File: config.mk
export PLATFORM = sky130hd
export DESIGN_NAME = sysclk_ctrl
export DESIGN_NICKNAME = d
export VERILOG_FILES = /design/src/rtl/sysclk_pkg.sv /design/src/rtl/sysclk_regs.sv /design/src/rtl/sysclk_hirc_ready.sv /design/src/rtl/sysclk_divider.sv /design/src/rtl/sysclk_ctrl.sv
export SDC_FILE = /design/constraint.sdc
export NUM_CORES = 1
export LEC_CHECK = 0
export BUFFER_PORTS_ARGS = -buffer_cell sky130_fd_sc_hd__buf_2
export CAP_MARGIN = 30
export CORE_UTILIZATION = 39
export DETAILED_ROUTE_END_ITERATION = 10
export PLACE_DENSITY = 0.63
export SYNTH_ARGS = -nofsm -noshare
export SYNTH_HDL_FRONTEND = slang
export SYNTH_SLANG_ARGS = --single-unit
File: constraint.sdc
create_clock -name clk -period 2.61 [get_ports clk]
set_input_delay 0.261 -clock clk [delete_from_list [all_inputs] [get_ports clk]]
set_output_delay 0.261 -clock clk [all_outputs]
set_load 0.005 [all_outputs]
File: src/rtl/sysclk_pkg.sv
package sysclk_pkg;

    localparam int DIV_W        = 6;
    localparam int SETTLE_TICKS = 16;
    localparam int CODE_W       = 3;
    localparam logic [CODE_W-1:0] SYS_LOW = 3'd7;

    typedef enum logic {
        REG_CSEL = 1'b0,
        REG_OSC  = 1'b1
    } reg_addr_e;

    typedef struct packed {
        logic [CODE_W-1:0] sys_code;
        logic              hs_xtal;
        logic              ls_xtal;
        logic              hs_keep;
        logic              ls_keep;
    } csel_t;

    typedef struct packed {
        logic [1:0] freq;
        logic       en;
    } osc_t;

    function automatic logic [7:0] pack_csel(csel_t c);
        return {c.sys_code, 1'b0, c.hs_xtal, c.ls_xtal, c.hs_keep, c.ls_keep};
    endfunction

    function automatic logic [7:0] pack_osc(osc_t o, logic rdy);
        return {4'b0000, o.freq, rdy, o.en};
    endfunction

    function automatic logic [3:0] freq_mhz(logic [1:0] code);
        case (code)
            2'b01:   return 4'd8;
            2'b10:   return 4'd12;
            default: return 4'd4;
        endcase
    endfunction

endpackage

File: src/rtl/sysclk_regs.sv
module sysclk_regs
    import sysclk_pkg::*;
(
    input  logic       clk,
    input  logic       rst,
    input  logic       bus_addr,
    input  logic       bus_wr,
    input  logic [7:0] bus_wdata,
    input  logic       rdy,
    output csel_t      csel,
    output osc_t       osc,
    output logic       restart,
    output logic [7:0] bus_rdata
);

    logic wr_osc;
    assign wr_osc  = bus_wr && (bus_addr == REG_OSC);
    // settling restarts on an enable edge or a new code while running
    assign restart = wr_osc && bus_wdata[0] && (!osc.en || (bus_wdata[3:2] != osc.freq));

    always_ff @(posedge clk) begin
        if (rst) begin
            csel <= '0;
            osc  <= '{freq: 2'b00, en: 1'b1};
        end else if (bus_wr) begin
            if (bus_addr == REG_CSEL)
                csel <= '{sys_code: bus_wdata[7:5], hs_xtal: bus_wdata[3],
                          ls_xtal: bus_wdata[2], hs_keep: bus_wdata[1],
                          ls_keep: bus_wdata[0]};
            else
                osc <= '{freq: bus_wdata[3:2], en: bus_wdata[0]};
        end
    end

    assign bus_rdata = (bus_addr == REG_CSEL) ? pack_csel(csel) : pack_osc(osc, rdy);

    assert_csel_write_R1: assert property (@(posedge clk) disable iff (rst)
        (bus_wr && bus_addr == REG_CSEL) |=> (csel.sys_code == $past(bus_wdata[7:5])));

endmodule

File: src/rtl/sysclk_hirc_ready.sv
module sysclk_hirc_ready
    import sysclk_pkg::*;
#(
    parameter int SETTLE = SETTLE_TICKS
) (
    input  logic       clk,
    input  logic       rst,
    input  logic       tick,
    input  logic       en,
    input  logic       restart,
    input  logic [1:0] freq,
    output logic       rdy,
    output logic [1:0] freq_act
);

    localparam int CW = $clog2(SETTLE);
    localparam logic [CW-1:0] LAST = CW'(SETTLE - 1);

    logic [CW-1:0] cnt;

    always_ff @(posedge clk) begin
        if (rst) begin
            cnt      <= '0;
            rdy      <= 1'b0;
            freq_act <= 2'b00;
        end else if (restart || !en) begin
            cnt <= '0;
            rdy <= 1'b0;
        end else if (!rdy && tick) begin
            if (cnt == LAST) begin
                rdy      <= 1'b1;
                freq_act <= freq;
            end else begin
                cnt <= cnt + 1'b1;
            end
        end
    end

    assert_freq_held_R8: assert property (@(posedge clk) disable iff (rst)
        !rdy |=> (rdy || $stable(freq_act)));

    assert_ready_on_tick_R8: assert property (@(posedge clk) disable iff (rst)
        $rose(rdy) |-> $past(tick));

    assert_ready_off_R11: assert property (@(posedge clk) disable iff (rst)
        !en |=> !rdy);

endmodule

File: src/rtl/sysclk_divider.sv
module sysclk_divider
    import sysclk_pkg::*;
#(
    parameter int W = DIV_W
) (
    input  logic              clk,
    input  logic              rst,
    input  logic              hs_tick,
    input  logic              ls_tick,
    input  logic [CODE_W-1:0] sel_code,
    output logic [CODE_W-1:0] act_code,
    output logic              sys_tick
);

    localparam int NTAP = 1 << CODE_W;

    logic [W-1:0]    cnt;
    logic [NTAP-1:0] tap;
    logic            wrap;

    for (genvar k = 0; k < NTAP; k++) begin : g_tap
        if (k == 0) begin : g_one
            assign tap[k] = 1'b1;
        end else if (k <= W) begin : g_and
            assign tap[k] = &cnt[k-1:0];
        end else begin : g_none
            assign tap[k] = 1'b0;
        end
    end

    assign wrap = hs_tick && (&cnt);

    always_ff @(posedge clk) begin
        if (rst) begin
            cnt      <= '0;
            act_code <= '0;
            sys_tick <= 1'b0;
        end else begin
            if (hs_tick) cnt <= cnt + 1'b1;
            if (wrap) act_code <= sel_code;
            sys_tick <= (act_code == SYS_LOW) ? ls_tick : (hs_tick && tap[act_code]);
        end
    end

    assert_code_at_wrap_R7: assert property (@(posedge clk) disable iff (rst)
        (act_code != $past(act_code)) |-> $past(wrap));

    assert_single_pulse_R3: assert property (@(posedge clk) disable iff (rst)
        (sys_tick && act_code != '0 && act_code != SYS_LOW) |=> !sys_tick);

endmodule

File: src/rtl/sysclk_ctrl.sv
module sysclk_ctrl
    import sysclk_pkg::*;
(
    input  logic       clk,
    input  logic       rst,
    input  logic       bus_addr,
    input  logic       bus_wr,
    input  logic [7:0] bus_wdata,
    output logic [7:0] bus_rdata,
    input  logic       halt,
    input  logic       hirc_tick,
    input  logic       hxt_tick,
    input  logic       lirc_tick,
    input  logic       lxt_tick,
    output logic       sys_tick,
    output logic       hirc_en,
    output logic       hxt_en,
    output logic       lirc_en,
    output logic       lxt_en,
    output logic [3:0] hirc_mhz
);

    csel_t             csel;
    osc_t              osc;
    logic              restart;
    logic              rdy;
    logic [1:0]        freq_act;
    logic [CODE_W-1:0] act_code;
    logic              hs_tick, ls_tick;
    logic              hs_run, ls_run, from_low;

    sysclk_regs u_regs (
        .clk(clk), .rst(rst), .bus_addr(bus_addr), .bus_wr(bus_wr),
        .bus_wdata(bus_wdata), .rdy(rdy), .csel(csel), .osc(osc),
        .restart(restart), .bus_rdata(bus_rdata)
    );

    sysclk_hirc_ready #(.SETTLE(SETTLE_TICKS)) u_ready (
        .clk(clk), .rst(rst), .tick(hirc_tick), .en(osc.en),
        .restart(restart), .freq(osc.freq), .rdy(rdy), .freq_act(freq_act)
    );

    assign hs_tick = csel.hs_xtal ? hxt_tick : hirc_tick;
    assign ls_tick = csel.ls_xtal ? lxt_tick : lirc_tick;

    sysclk_divider #(.W(DIV_W)) u_div (
        .clk(clk), .rst(rst), .hs_tick(hs_tick), .ls_tick(ls_tick),
        .sel_code(csel.sys_code), .act_code(act_code), .sys_tick(sys_tick)
    );

    assign from_low = (act_code == SYS_LOW);
    assign hs_run   = !halt || csel.hs_keep || !from_low;
    assign ls_run   = !halt || csel.ls_keep || from_low;

    assign hirc_en  = osc.en && (csel.hs_xtal || hs_run);
    assign hxt_en   = csel.hs_xtal && hs_run;
    assign lirc_en  = !csel.ls_xtal && ls_run;
    assign lxt_en   = csel.ls_xtal && ls_run;
    assign hirc_mhz = freq_mhz(freq_act);

    assert_pacing_src_on_R10: assert property (@(posedge clk) disable iff (rst)
        (halt && !from_low && osc.en && !csel.hs_xtal) |-> hirc_en);

    assert_slow_src_on_R10: assert property (@(posedge clk) disable iff (rst)
        !halt |-> (lirc_en || lxt_en));

endmodule

* Word level (Yosys, flattened, before mapping)
Cells that the tools add are included.
** Operators by class
- Multiplexer cells :: 7
- Magnitude comparators :: 1
- Bitwise logic cells :: 3
- Add/subtract/negate cells :: 2
- Reductions and logical operators :: 33
- Eq/ne operators :: 5
** Operator list (number)
- 1-bit logical AND :: 10
- 2-bit AND reduction :: 5
- 8-bit two-way mux :: 1
- 4-bit one-hot mux with 2 select lines :: 1
- 1-bit logical OR :: 7
- 6-bit by 1-bit adder with 6-bit output (second input constant) :: 1
- 3-bit AND reduction :: 2
- 6-bit AND reduction :: 1
- 1-bit logical NOT :: 5
- 5-bit AND reduction :: 1
- 4-bit by 1-bit adder with 4-bit output (second input constant) :: 1
- 4-bit equality test (second input constant) :: 1
- 3-bit by 4-bit less-than comparator with 1-bit output (second input constant) :: 1
- 1-bit two-way mux :: 4
- 4-bit AND reduction :: 1
- 1-bit binary-select mux with 3-bit select :: 1
- 3-bit equality test (second input constant) :: 1
- 1-bit inverter :: 3
- 2-bit by 1-bit equality test with 1-bit output (second input constant) :: 1
- 2-bit equality test (second input constant) :: 1
- 2-bit inequality test :: 1
- 2-bit OR reduction :: 1
** Storage, ports and cells
- Bits in registers :: 27

* Depth between registers and ports, before layout
Gate-level depths: netlist of the first run.
- Word-level depth :: 6
- Depth in mapped cells :: 6
- Depth with buffers taken out :: 6

* Cells and area by module
A second synthesis of the first run with hierarchy kept.
** Second synthesis, totals
- Cells, all modules :: 163
- Area, all modules :: 1427.6 um^2
** Modules (own cells, without submodules)
- sysclk_divider :: instances 1, cells each 54, area an instance 499.2 um^2, seq. area each 200.2 um^2
- sysclk_regs :: instances 1, cells each 57, area an instance 467.9 um^2, seq. area each 200.2 um^2
- sysclk_hirc_ready :: instances 1, cells each 36, area an instance 344.1 um^2, seq. area each 140.1 um^2
- sysclk_ctrl :: instances 1, cells each 16, area an instance 116.4 um^2, seq. area each 0.0 um^2

* Worst setup path after synthesis of the first run
No wires, ideal clock.
- Path type :: flip-flop to flip-flop
- From :: register, netlist name u_regs.csel[3]
- To :: register u_div.act_code[1]
- Clock period less this slack :: 1475 ps
- Buffers on the path :: 1
- Slack :: 1135 ps
- Required time :: 2482 ps
- Stages on the path, launching flop included :: 6
- Arrival time :: 1348 ps
- Library setup time :: 128 ps
- Path through :: dfxtp_1 > mux2i_2 > or3_1 > buf_2 > mux2i_1 > nor2_1
** On the way
- Cells in the longest elaborated chain, start to end :: 2
** Ends and longest elaborated chain
- 1-bit two-way mux :: line sysclk_ctrl.sv:43 : assign hs_tick = csel.hs_xtal ? hxt_tick : hirc_tick;
- 1-bit logical AND :: line sysclk_divider.sv:31 : assign wrap = hs_tick && (&cnt);
- end signal, assigned :: line sysclk_divider.sv:40 : if (wrap) act_code <= sel_code;
- end, declared :: line sysclk_divider.sv:11 : output logic [CODE_W-1:0] act_code,
No other way between the ends.
A chain may end at the register's enable or synchronous reset.

* Worst setup path after layout of the first run
- From :: register u_div.act_code[1]
- To :: output hirc_en
** On the way
- Cells in the longest elaborated chain, start to end :: 5
** Ends and longest elaborated chain
- 3-bit equality test :: line sysclk_ctrl.sv:51 : assign from_low = (act_code == SYS_LOW);
- 1-bit logical NOT :: line sysclk_ctrl.sv:52 : assign hs_run = !halt || csel.hs_keep || !from_low;
- 1-bit logical OR :: line sysclk_ctrl.sv:52
- 1-bit logical OR :: line sysclk_ctrl.sv:55 : assign hirc_en = osc.en && (csel.hs_xtal || hs_run);
- 1-bit logical AND :: line sysclk_ctrl.sv:55
- end, declared :: line sysclk_ctrl.sv:16 : output logic hirc_en,
No other way between the ends.

==> results.cfg, run 1 <==
[status]
outcome = completed

[yosys]
synth-edff-count = 0
yosysWarnings = 0
synth_top_flop_cell = dfxtp_1
synth_area_leaders = dfxtp_1 40%, mux2i_1 12%, nor2_1 5.0%
yosys_register_bits = 27
avgSynthCellArea_um2 = 8.69
yosysSeqAreaShare = 0.401
yosysMostFrequentCell = dfxtp_1
yosysTopAreaCell = dfxtp_1
synthArstFlopShare = 0
synth.distinct_cells = 31
yosys.area.top_type_share = 0.401
netlist_instances = 155
synth_common_cells = 27 x dfxtp_1, 18 x nor2_1, 16 x mux2i_1
synth_area_um2 = 1350

[layout]
final_util = 0.488
multi_input_area_um2 = 741
area_growth_pct = 14.2
antenna_cells = 0
fillCellCount = 324
regArea_um2 = 541
design_area_um2 = 1540
fin_nets = 205
drive_above_1_share = 0.203

[pwr]
p_per_area_nw_per_um2 = 467
comb_power_share = 0.130
power_frac_clock = 0.255
p_int_uw = 532
peakVddDrop_uv = 260
p_leak_nw = 0.667
netSwitchingFraction = 0.260
seqPwrFrac = 0.616
switchingPower_uw = 187

[routing]
first_pass_iters = 5
viasPerCell = 5.11
drtIter0Drc = 22
post-route-drc-count = 0
wl_per_cell_um = 12.1
postRouteAntennaNets = 0
totalWireLength_mm = 2.73
num_vias = 1155

[worst_hold_path]
hold_path.class = primary input to flip-flop
hold_end = u_regs.csel[6]
worstHoldStart = bus_wdata[7]
hold_depth = 3

[clock_network]
clock_latency_ps = 330
htree_levels = 1
clkTransAtPathRegs_ps = 150
cts_setup_buffers = 0
hold_buffers = 0
cts_made_buffers = 3
clock-sinks = 27
cts_buffer_depth = 2
cts_root_buffer = clkbuf_4
cts_tree = done
ctsResizeCount = 0

[worst_setup_path]
r2r-end = u_div.act_code[1]
cp-end-kind = output port
worstPathMaxFanout = 6
worstPathArrival_ps = 1520
worstSetupStartpointType = flip-flop
reg2reg_depth = 4
criticalPathCategory = flip-flop to output port
r2r_slack_ps = 900
rr_startpoint = u_regs.csel[3]
critPathRequiredTime_ps = 2350
startpoint = u_div.act_code[1]

[floorplan]
die_x_um = 60.8
core_area_um2 = 3150
row_count = 20
start_util = 0.427
die_area_um2 = 3690
pin_count = 34
die_y_um = 60.8

[sta]
rsz0062_at_grt = false
slew_violations = 0
skew_ps = 11.3
fin_hold_ws_ps = 159
final.setup.tns_ps = 0
max_freq_mhz = 563
finalCriticalPeriod_ps = 1780
slew-limit-headroom = 0.479
setup_violations = 0
timing.final.crit_share = 0.680
finalHoldViolations = 0
tightest_slew_ps = 780

[global_route]
use_met2 = 0.268
grt_busiest_layer = met2
antenna_found_initial = 0
grt_pass1_vias = 1052
grt_max_degree = 27
grtUsageMet1 = 0.201
grt_pass1_wl_mm = 4.40
met3_usage = 0.0320
globalRouteTotalUtil = 0.158
grt_overflow = 0

[placement]
hpwl_mm = 2.05
port_buffers = 29
place_area_um2 = 1510
place_congestion = 0.898

[job]
max_cap_violations = 0
==> power groups by stage <==
stage	Clock (mW)	Combinational [mW]	Sequential [mW]
after floorplan	0	0.0633	0.447
after global placement	0	0.0908	0.450
after detailed placement	0	0.0943	0.451
after CTS	0.190	0.0946	0.442
after global routing	0.208	0.105	0.445
final	0.183	0.0932	0.443
==> per-layer routing <==
layer | wire, um | part of all wire | vias up
li1 | - | - | 583
met3 | 123 | 0.045 | 4
met1 | 1300 | 0.48 | 541
met2 | 1270 | 0.47 | 27
met4 | 23 | 0.0084 | 0
met5 | 0 | 0 | -
==> critical path: stages, from the launching register on <==
cell and delay (ps):
dfxtp_1 480, nand3_1 220, o41a_1 360, buf_2 130
==> sequential cells by signal (all words and copies together), names as in the netlist <==
register          cells
u_regs.csel           7
u_div.cnt             6
u_ready.cnt           4
u_div.act_code        3
u_regs.osc            3
u_ready.freq_act      2
u_div.sys_tick        1
u_ready.rdy           1
==> how the worst max path moves through the flow <==
stage | end | cells after the start
final | hirc_en | 3
after global routing | hirc_en | 3
after CTS | hirc_en | 3
after detailed placement | u_div.act_code[1] | 4
after global placement | u_div.act_code[1] | 4
after floorplan | u_div.act_code[1] | 5
==> per-stage QoR <==
| stage | std cells | setup WS (ps) | power, mW |
|---|---|---|---|
| after detailed placement | 222 | 929 | 0.545 |
| after CTS | 226 | 819 | 0.727 |
| final | 226 | 834 | 0.719 |
| after floorplan | 157 | 1130 | 0.511 |
| after global placement | 222 | 990 | 0.541 |
| after global routing | 226 | 734 | 0.758 |
==> final cells by class <==
cell class	count	area share
Clock buffer	4	0.0171
Inverter	8	0.0195
Multi-Input combinational cell	114	0.482
Sequential cell	27	0.352
Tap cell	44	0.0358
Timing Repair Buffer	29	0.0944
==> placed cells by master, fill, tap and decap left out, drive strengths merged, types with 4 or more instances in the layout <==
cell,netlist,routed
inv,8,8
buf,4,29
ha,5,5
nand2,11,11
nand3,9,9
nor3,4,4
mux2i,17,17
o21ai,4,4
clkbuf,4,4
dfxtp,27,27
nand2b,4,4
nor2b,5,5
nor2,18,18
a21oi,10,10
==> cell families after synthesis <==
kind of cell,synth area share
buffers and inverters,0.0539
adders and majority gates,0.0465
muxes,0.146
and+or+nand+nor,0.217
DFF,0.401
xor gates and xnor gates,0.0325
AOI/OAI and AO/OA,0.0995
other,0.00279
Power figures use the tool's default switching activity.
==> run 2: changes to the inputs <==
--- a/config.mk
+++ b/config.mk
@@ -5,11 +5,12 @@
 export SDC_FILE = /design/constraint.sdc
 export NUM_CORES = 1
 export LEC_CHECK = 0
+export ABC_AREA = 1
 export BUFFER_PORTS_ARGS = -buffer_cell sky130_fd_sc_hd__buf_2
 export CAP_MARGIN = 30
 export CORE_UTILIZATION = 39
 export DETAILED_ROUTE_END_ITERATION = 10
-export PLACE_DENSITY = 0.63
+export PLACE_DENSITY = 0.62
 export SYNTH_ARGS = -nofsm -noshare
 export SYNTH_HDL_FRONTEND = slang
 export SYNTH_SLANG_ARGS = --single-unit
==> constraint.sdc (replaced) <==
create_clock -name clk -period 1.65 [get_ports clk]
set_input_delay 0.165 -clock clk [delete_from_list [all_inputs] [get_ports clk]]
set_output_delay 0.165 -clock clk [all_outputs]
set_load 0.005 [all_outputs]
==> run 2 against run 1 <==
Net effect:
- register-to-register slack got worse by 690 ps
- critical endpoint unchanged
- worst setup slack got worse by 700 ps
- largest power group unchanged
- area after synthesis increased by 5.4%
- first-iteration DRC count increased by 68%
- wire length increased by 4.3%
- critical path depth increased by 3
- via count increased by 12%
- design area increased by 7.0%
==> results.cfg, run 2 <==
[worst_setup_path]
slowest_stage = dfxtp_2
critPathRequiredTime_ps = 1480
worstSetupStartpointType = flip-flop
worstPathMaxFanout = 5
worstPathCellList = inv_1 > nor2_4 > nand3_1 > o21ai_1 > inv_1 > buf_2
cp-end-kind = output port
critical_path.most_common_cell = inv_1
worstPathArrival_ps = 1350
criticalPathCategory = flip-flop to output port
path_delay_family = flip-flops
cpPeakStageDelay_ps = 390
crit_buf_inv = 3

[layout]
regMostFlops = u_regs.csel
antenna_cells = 0
area_growth_pct = 16.0
stdcell_count = 285
final_cell_mix = 41 x nand2_1, 32 x inv_1, 29 x buf_2
reg_top3 = u_regs.csel x7, u_div.cnt x6, u_ready.cnt x4
fin_nets = 262
drive_above_1_share = 0.218
final_util = 0.482
largest_reg_flops = 7
final_common_cell = nand2_1

[sta]
rsz0062_at_grt = false
setup_violations = 0
timing.final.ws_setup_ps = 137
final.setup.tns_ps = 0
skew_ps = 6.36
max_freq_mhz = 661
fin_hold_ws_ps = 17.4
finalHoldViolations = 0
timing.final.crit_share = 0.917
finalCriticalPeriod_ps = 1510
slew_violations = 0

[yosys]
yosysMostFrequentCell = nand2_1
synth_top_flop_cell = dfxtp_1
yosysWarnings = 0
synth-edff-count = 0
yosysSeqAreaShare = 0.381
yosys_register_bits = 27
synth_common_cells = 41 x nand2_1, 32 x inv_1, 27 x dfxtp_1
avgSynthCellArea_um2 = 6.82
synth.distinct_cells = 26
synth_area_leaders = dfxtp_1 38%, nand2_1 11%, inv_1 8.5%
yosys.area.top_type_share = 0.381
synthArstFlopShare = 0
synth_area_um2 = 1420
yosysTopAreaCell = dfxtp_1
netlist_instances = 208

[job]
max_cap_violations = 0

[floorplan]
start_util = 0.415
pin_count = 34
die_x_um = 62.3
die_area_um2 = 3880
core_area_um2 = 3420
die_y_um = 62.3
row_count = 21

[global_route]
grt_overflow = 0
grt_pass1_wl_mm = 5.11
grt_pass1_vias = 1186
antenna_found_initial = 0
globalRouteTotalUtil = 0.164
grt_max_degree = 16

[clock_network]
ctsResizeCount = 0
clock-sinks = 27
clkTransAtPathRegs_ps = 150
clock_latency_ps = 330
cts_root_buffer = clkbuf_4
cts_made_buffers = 3
cts_buffer_depth = 2
cts_setup_buffers = 0
htree_levels = 1
hold_buffers = 0
cts_tree = done

[pwr]
power_frac_clock = 0.249
p_int_uw = 848
p_per_area_nw_per_um2 = 717
seqPwrFrac = 0.602
peakVddDrop_uv = 331
comb_power_share = 0.149
switchingPower_uw = 331
netSwitchingFraction = 0.281
p_leak_nw = 0.792

[placement]
hpwl_mm = 2.19
place_congestion = 0.784
placedCellCount = 281
place_ws_ps = 198
port_buffers = 29

[routing]
met3_wirelength_um = 138
met2_length_mm = 1.15
drt-met1-wl_mm = 1.50
drtIter0Drc = 37
num_vias = 1294
highest_layer = met4
totalWireLength_mm = 2.84
viasPerCell = 4.54
first_pass_iters = 4
wl_per_cell_um = 9.97
post-route-drc-count = 0
postRouteAntennaNets = 0

[worst_hold_path]
hold_path.class = primary input to flip-flop

[status]
outcome = completed
==> run 2: power groups by stage <==
stage / Combinational, mW / Sequential [mW] / Clock [mW]
6_report: 0.175 / 0.710 / 0.294
5_1_grt: 0.207 / 0.716 / 0.321
4_1_cts: 0.177 / 0.709 / 0.308
3_5_place_dp: 0.176 / 0.724 / 0
3_3_place_gp: 0.175 / 0.722 / 0
2_1_floorplan: 0.119 / 0.717 / 0
==> run 2: per-layer routing <==
layer	GRT usage	up-vias
met5	0	-
met4	0.0814	0
met3	0.0239	5
met2	0.273	34
met1	0.206	537
li1	-	718
==> run 2: metrics by stage <==
stage / power [mW] / instance area (um2)
final: 1.18 / 1650
after detailed placement: 0.900 / 1610
after floorplan: 0.836 / 1430
after CTS: 1.19 / 1640
after global placement: 0.897 / 1610
after global routing: 1.24 / 1650
==> run 2: layout make-up <==
cell class,count,area (um2)
clock inverters,1,5.00
flip-flops and latches,27,547
well taps,46,57.6
multi-input cells,143,726
inverters,34,128
repair buffers,31,160
fillers,384,1770
clock buffers,3,22.5
==> run 2: path summary, 6_finish.rpt <==
check | slack, ps | endpoint | startpoint | cells past startpoint
max | 140 | hirc_en | u_div.act_code[0] | 6
min | 20 | u_div.sys_tick | rst | 2
max reg2reg | 210 | u_div.sys_tick | u_div.cnt[0] | 12
min reg2reg | 490 | u_div.act_code[0] | u_regs.csel[4] | 2
==> run 2: kinds of logic (layout without fill, tap and decap cells) <==
| kind of cell | after synthesis | in the layout | share of synthesized area |
|---|---|---|---|
| adders and majority gates | 5 | 5 | 0.0441 |
| and+or+nand+nor | 84 | 84 | 0.268 |
| buffers and inverters | 40 | 69 | 0.115 |
| xor gates and xnor gates | 1 | 1 | 0.00617 |
| AOI/OAI and AO/OA | 50 | 50 | 0.183 |
| DFF | 27 | 27 | 0.381 |
| other | 1 | 3 | 0.00264 |
==> run 2: worst register-to-register path, delay by kind of cell, from the launching register on <==
| kind | cells | cell delay [ps] |
|---|---|---|
| flip-flops | 1 | 360 |
| buffers and inverters | 1 | 30 |
| adder cells (fa/ha/maj) | 2 | 400 |
| AND/OR/NAND/NOR | 9 | 580 |
==> run 3: changes to the inputs <==
--- a/config.mk
+++ b/config.mk
@@ -8,9 +8,9 @@
 export ABC_AREA = 1
 export BUFFER_PORTS_ARGS = -buffer_cell sky130_fd_sc_hd__buf_2
 export CAP_MARGIN = 30
-export CORE_UTILIZATION = 39
+export CORE_UTILIZATION = 52
 export DETAILED_ROUTE_END_ITERATION = 10
-export PLACE_DENSITY = 0.62
+export PLACE_DENSITY = 0.79
 export SYNTH_ARGS = -nofsm -noshare
 export SYNTH_HDL_FRONTEND = slang
 export SYNTH_SLANG_ARGS = --single-unit
==> run 3 against run 2 <==
Net effect:
- die area is 24% lower
- register-to-register slack lost 50 ps
- non-clock buffer count rose by 2
- global-route usage grew 5.1 points
- largest cell class unchanged
- utilization grew 17 points
- worst setup slack got worse by 12 ps
- critical path type unchanged
- critical path depth stayed put
- via count increased by 2.6%
==> results.cfg, run 3 (synthesis results as in run 2) <==
[layout]
final_common_cell = nand2_1
fillCellCount = 239
drive_above_1_share = 0.224
area_growth_pct = 15.8
final_cell_mix = 41 x nand2_1, 32 x inv_1, 29 x buf_2
antenna_cells = 0
final_util = 0.651
largest_reg_flops = 7
reg_top3 = u_regs.csel x7, u_div.cnt x6, u_ready.cnt x4
regMostFlops = u_regs.csel
fin_nets = 264
multi_input_area_um2 = 729
design_area_um2 = 1640
regArea_um2 = 546

[sta]
timing.final.crit_share = 0.924
rsz0062_at_grt = false
max_freq_mhz = 656
final.setup.tns_ps = 0
finalCriticalPeriod_ps = 1520
timing.final.ws_setup_ps = 125
slew_violations = 0
skew_ps = 9.14
finalHoldViolations = 0
setup_violations = 0

[worst_hold_path]
hold_path.class = primary input to flip-flop
hold_depth = 2
worstHoldStart = rst
hold_end = u_div.sys_tick

[worst_setup_path]
worstSetupStartpointType = flip-flop
r2r-end = u_div.sys_tick
criticalPathCategory = flip-flop to output port
critPathRequiredTime_ps = 1480
r2r_slack_ps = 160
worstPathArrival_ps = 1360
reg2reg_depth = 12
cp-end-kind = output port
rr_startpoint = u_div.cnt[1]
worstPathMaxFanout = 4

[pwr]
p_per_area_nw_per_um2 = 717
p_leak_nw = 0.802
comb_power_share = 0.152
switchingPower_uw = 331
seqPwrFrac = 0.604
p_int_uw = 848
peakVddDrop_uv = 492
netSwitchingFraction = 0.280
power_frac_clock = 0.244

[clock_network]
cts_made_buffers = 3
clkTransAtPathRegs_ps = 150
clock-sinks = 27
htree_levels = 1
cts_tree = done
clock_latency_ps = 320
cts_buffer_depth = 2
cts_root_buffer = clkbuf_4

[floorplan]
die_area_um2 = 2940
pin_count = 34
die_x_um = 54.2
core_area_um2 = 2520
start_util = 0.563
die_y_um = 54.2
row_count = 18

[placement]
hpwl_mm = 2.22
place_congestion = 0.900
place_ws_ps = 142
place_area_um2 = 1590
port_buffers = 29

[global_route]
grt_max_degree = 16
grt_pass1_vias = 1069
antenna_found_initial = 0
grt_overflow = 0
globalRouteTotalUtil = 0.215
grt_pass1_wl_mm = 4.57

[routing]
drtIter0Drc = 34
num_vias = 1328
postRouteAntennaNets = 0
post-route-drc-count = 0
wl_per_cell_um = 10.6
totalWireLength_mm = 2.87
viasPerCell = 4.90
first_pass_iters = 4

[job]
max_cap_violations = 0

[status]
outcome = completed
run 3: cell count changes in the layout (fill, tap and decap cells not counted), sizes merged:
cell | previous run | this run
buf | 31 | 33
run 3: metrics by stage:
step / hold WS (ps) / power [mW] / std cells
after floorplan: 237 / 0.836 / 210
after global placement: 364 / 0.896 / 265
after detailed placement: 364 / 0.901 / 265
after CTS: 2.25 / 1.18 / 269
after global routing: 1.96 / 1.24 / 271
final: 7.22 / 1.18 / 271
run 3: critical path, cell delays in order, from the launching register on:
cell	delay [ps]
dfxtp_2	380
nand2_1	100
nor2_4	140
nand3_1	110
o21ai_2	130
inv_1	40
buf_2	120
run 3: per-layer routing:
layer  part of all wire  GRT usage  vias to the layer above  wire length [um]
met5                  0          0                        -                 0
met4             0.0070     0.0513                        0                20
met3              0.038     0.0250                        2               109
met2               0.42      0.321                       32              1210
li1                   -          -                      722                 -
met1               0.53      0.325                      572              1530
run 3: worst max-delay path by stage:
stage	end	from	slack, ps
after floorplan	u_div.sys_tick	u_div.cnt[0]	320
after global placement	u_div.sys_tick	u_div.cnt[0]	240
after detailed placement	u_div.sys_tick	u_div.cnt[0]	140
after CTS	hirc_en	u_div.act_code[2]	3
after global routing	u_div.sys_tick	u_div.cnt[1]	10
final	hirc_en	u_div.act_code[1]	130
run 3: area by class of cell:
class	instances	share of cell area
Inverter	34	0.0777
Sequential cell	27	0.332
Multi-Input combinational cell	143	0.444
Tap cell	30	0.0228
Clock buffer	3	0.0137
Clock inverter	1	0.00305
Timing Repair Buffer	33	0.107
run 3: timing repair:
| action | 4_1_cts | 5_1_grt |
|---|---|---|
| endpoints found under the hold margin | 0 | 0 |
| setup endpoints to repair | 1 | 2 |
| hold buffers | 0 | 0 |
| resized for setup | 1 | 6 |
| buffers inserted | 0 | 2 |
| pin swaps | 0 | 0 |
run 3: power by group through the flow:
stage | registers [mW] | logic [mW] | clock network (mW)
3_5_place_dp | 0.723 | 0.178 | 0
5_1_grt | 0.716 | 0.206 | 0.319
6_report | 0.712 | 0.179 | 0.288
3_3_place_gp | 0.721 | 0.174 | 0
4_1_cts | 0.709 | 0.179 | 0.292
2_1_floorplan | 0.717 | 0.119 | 0
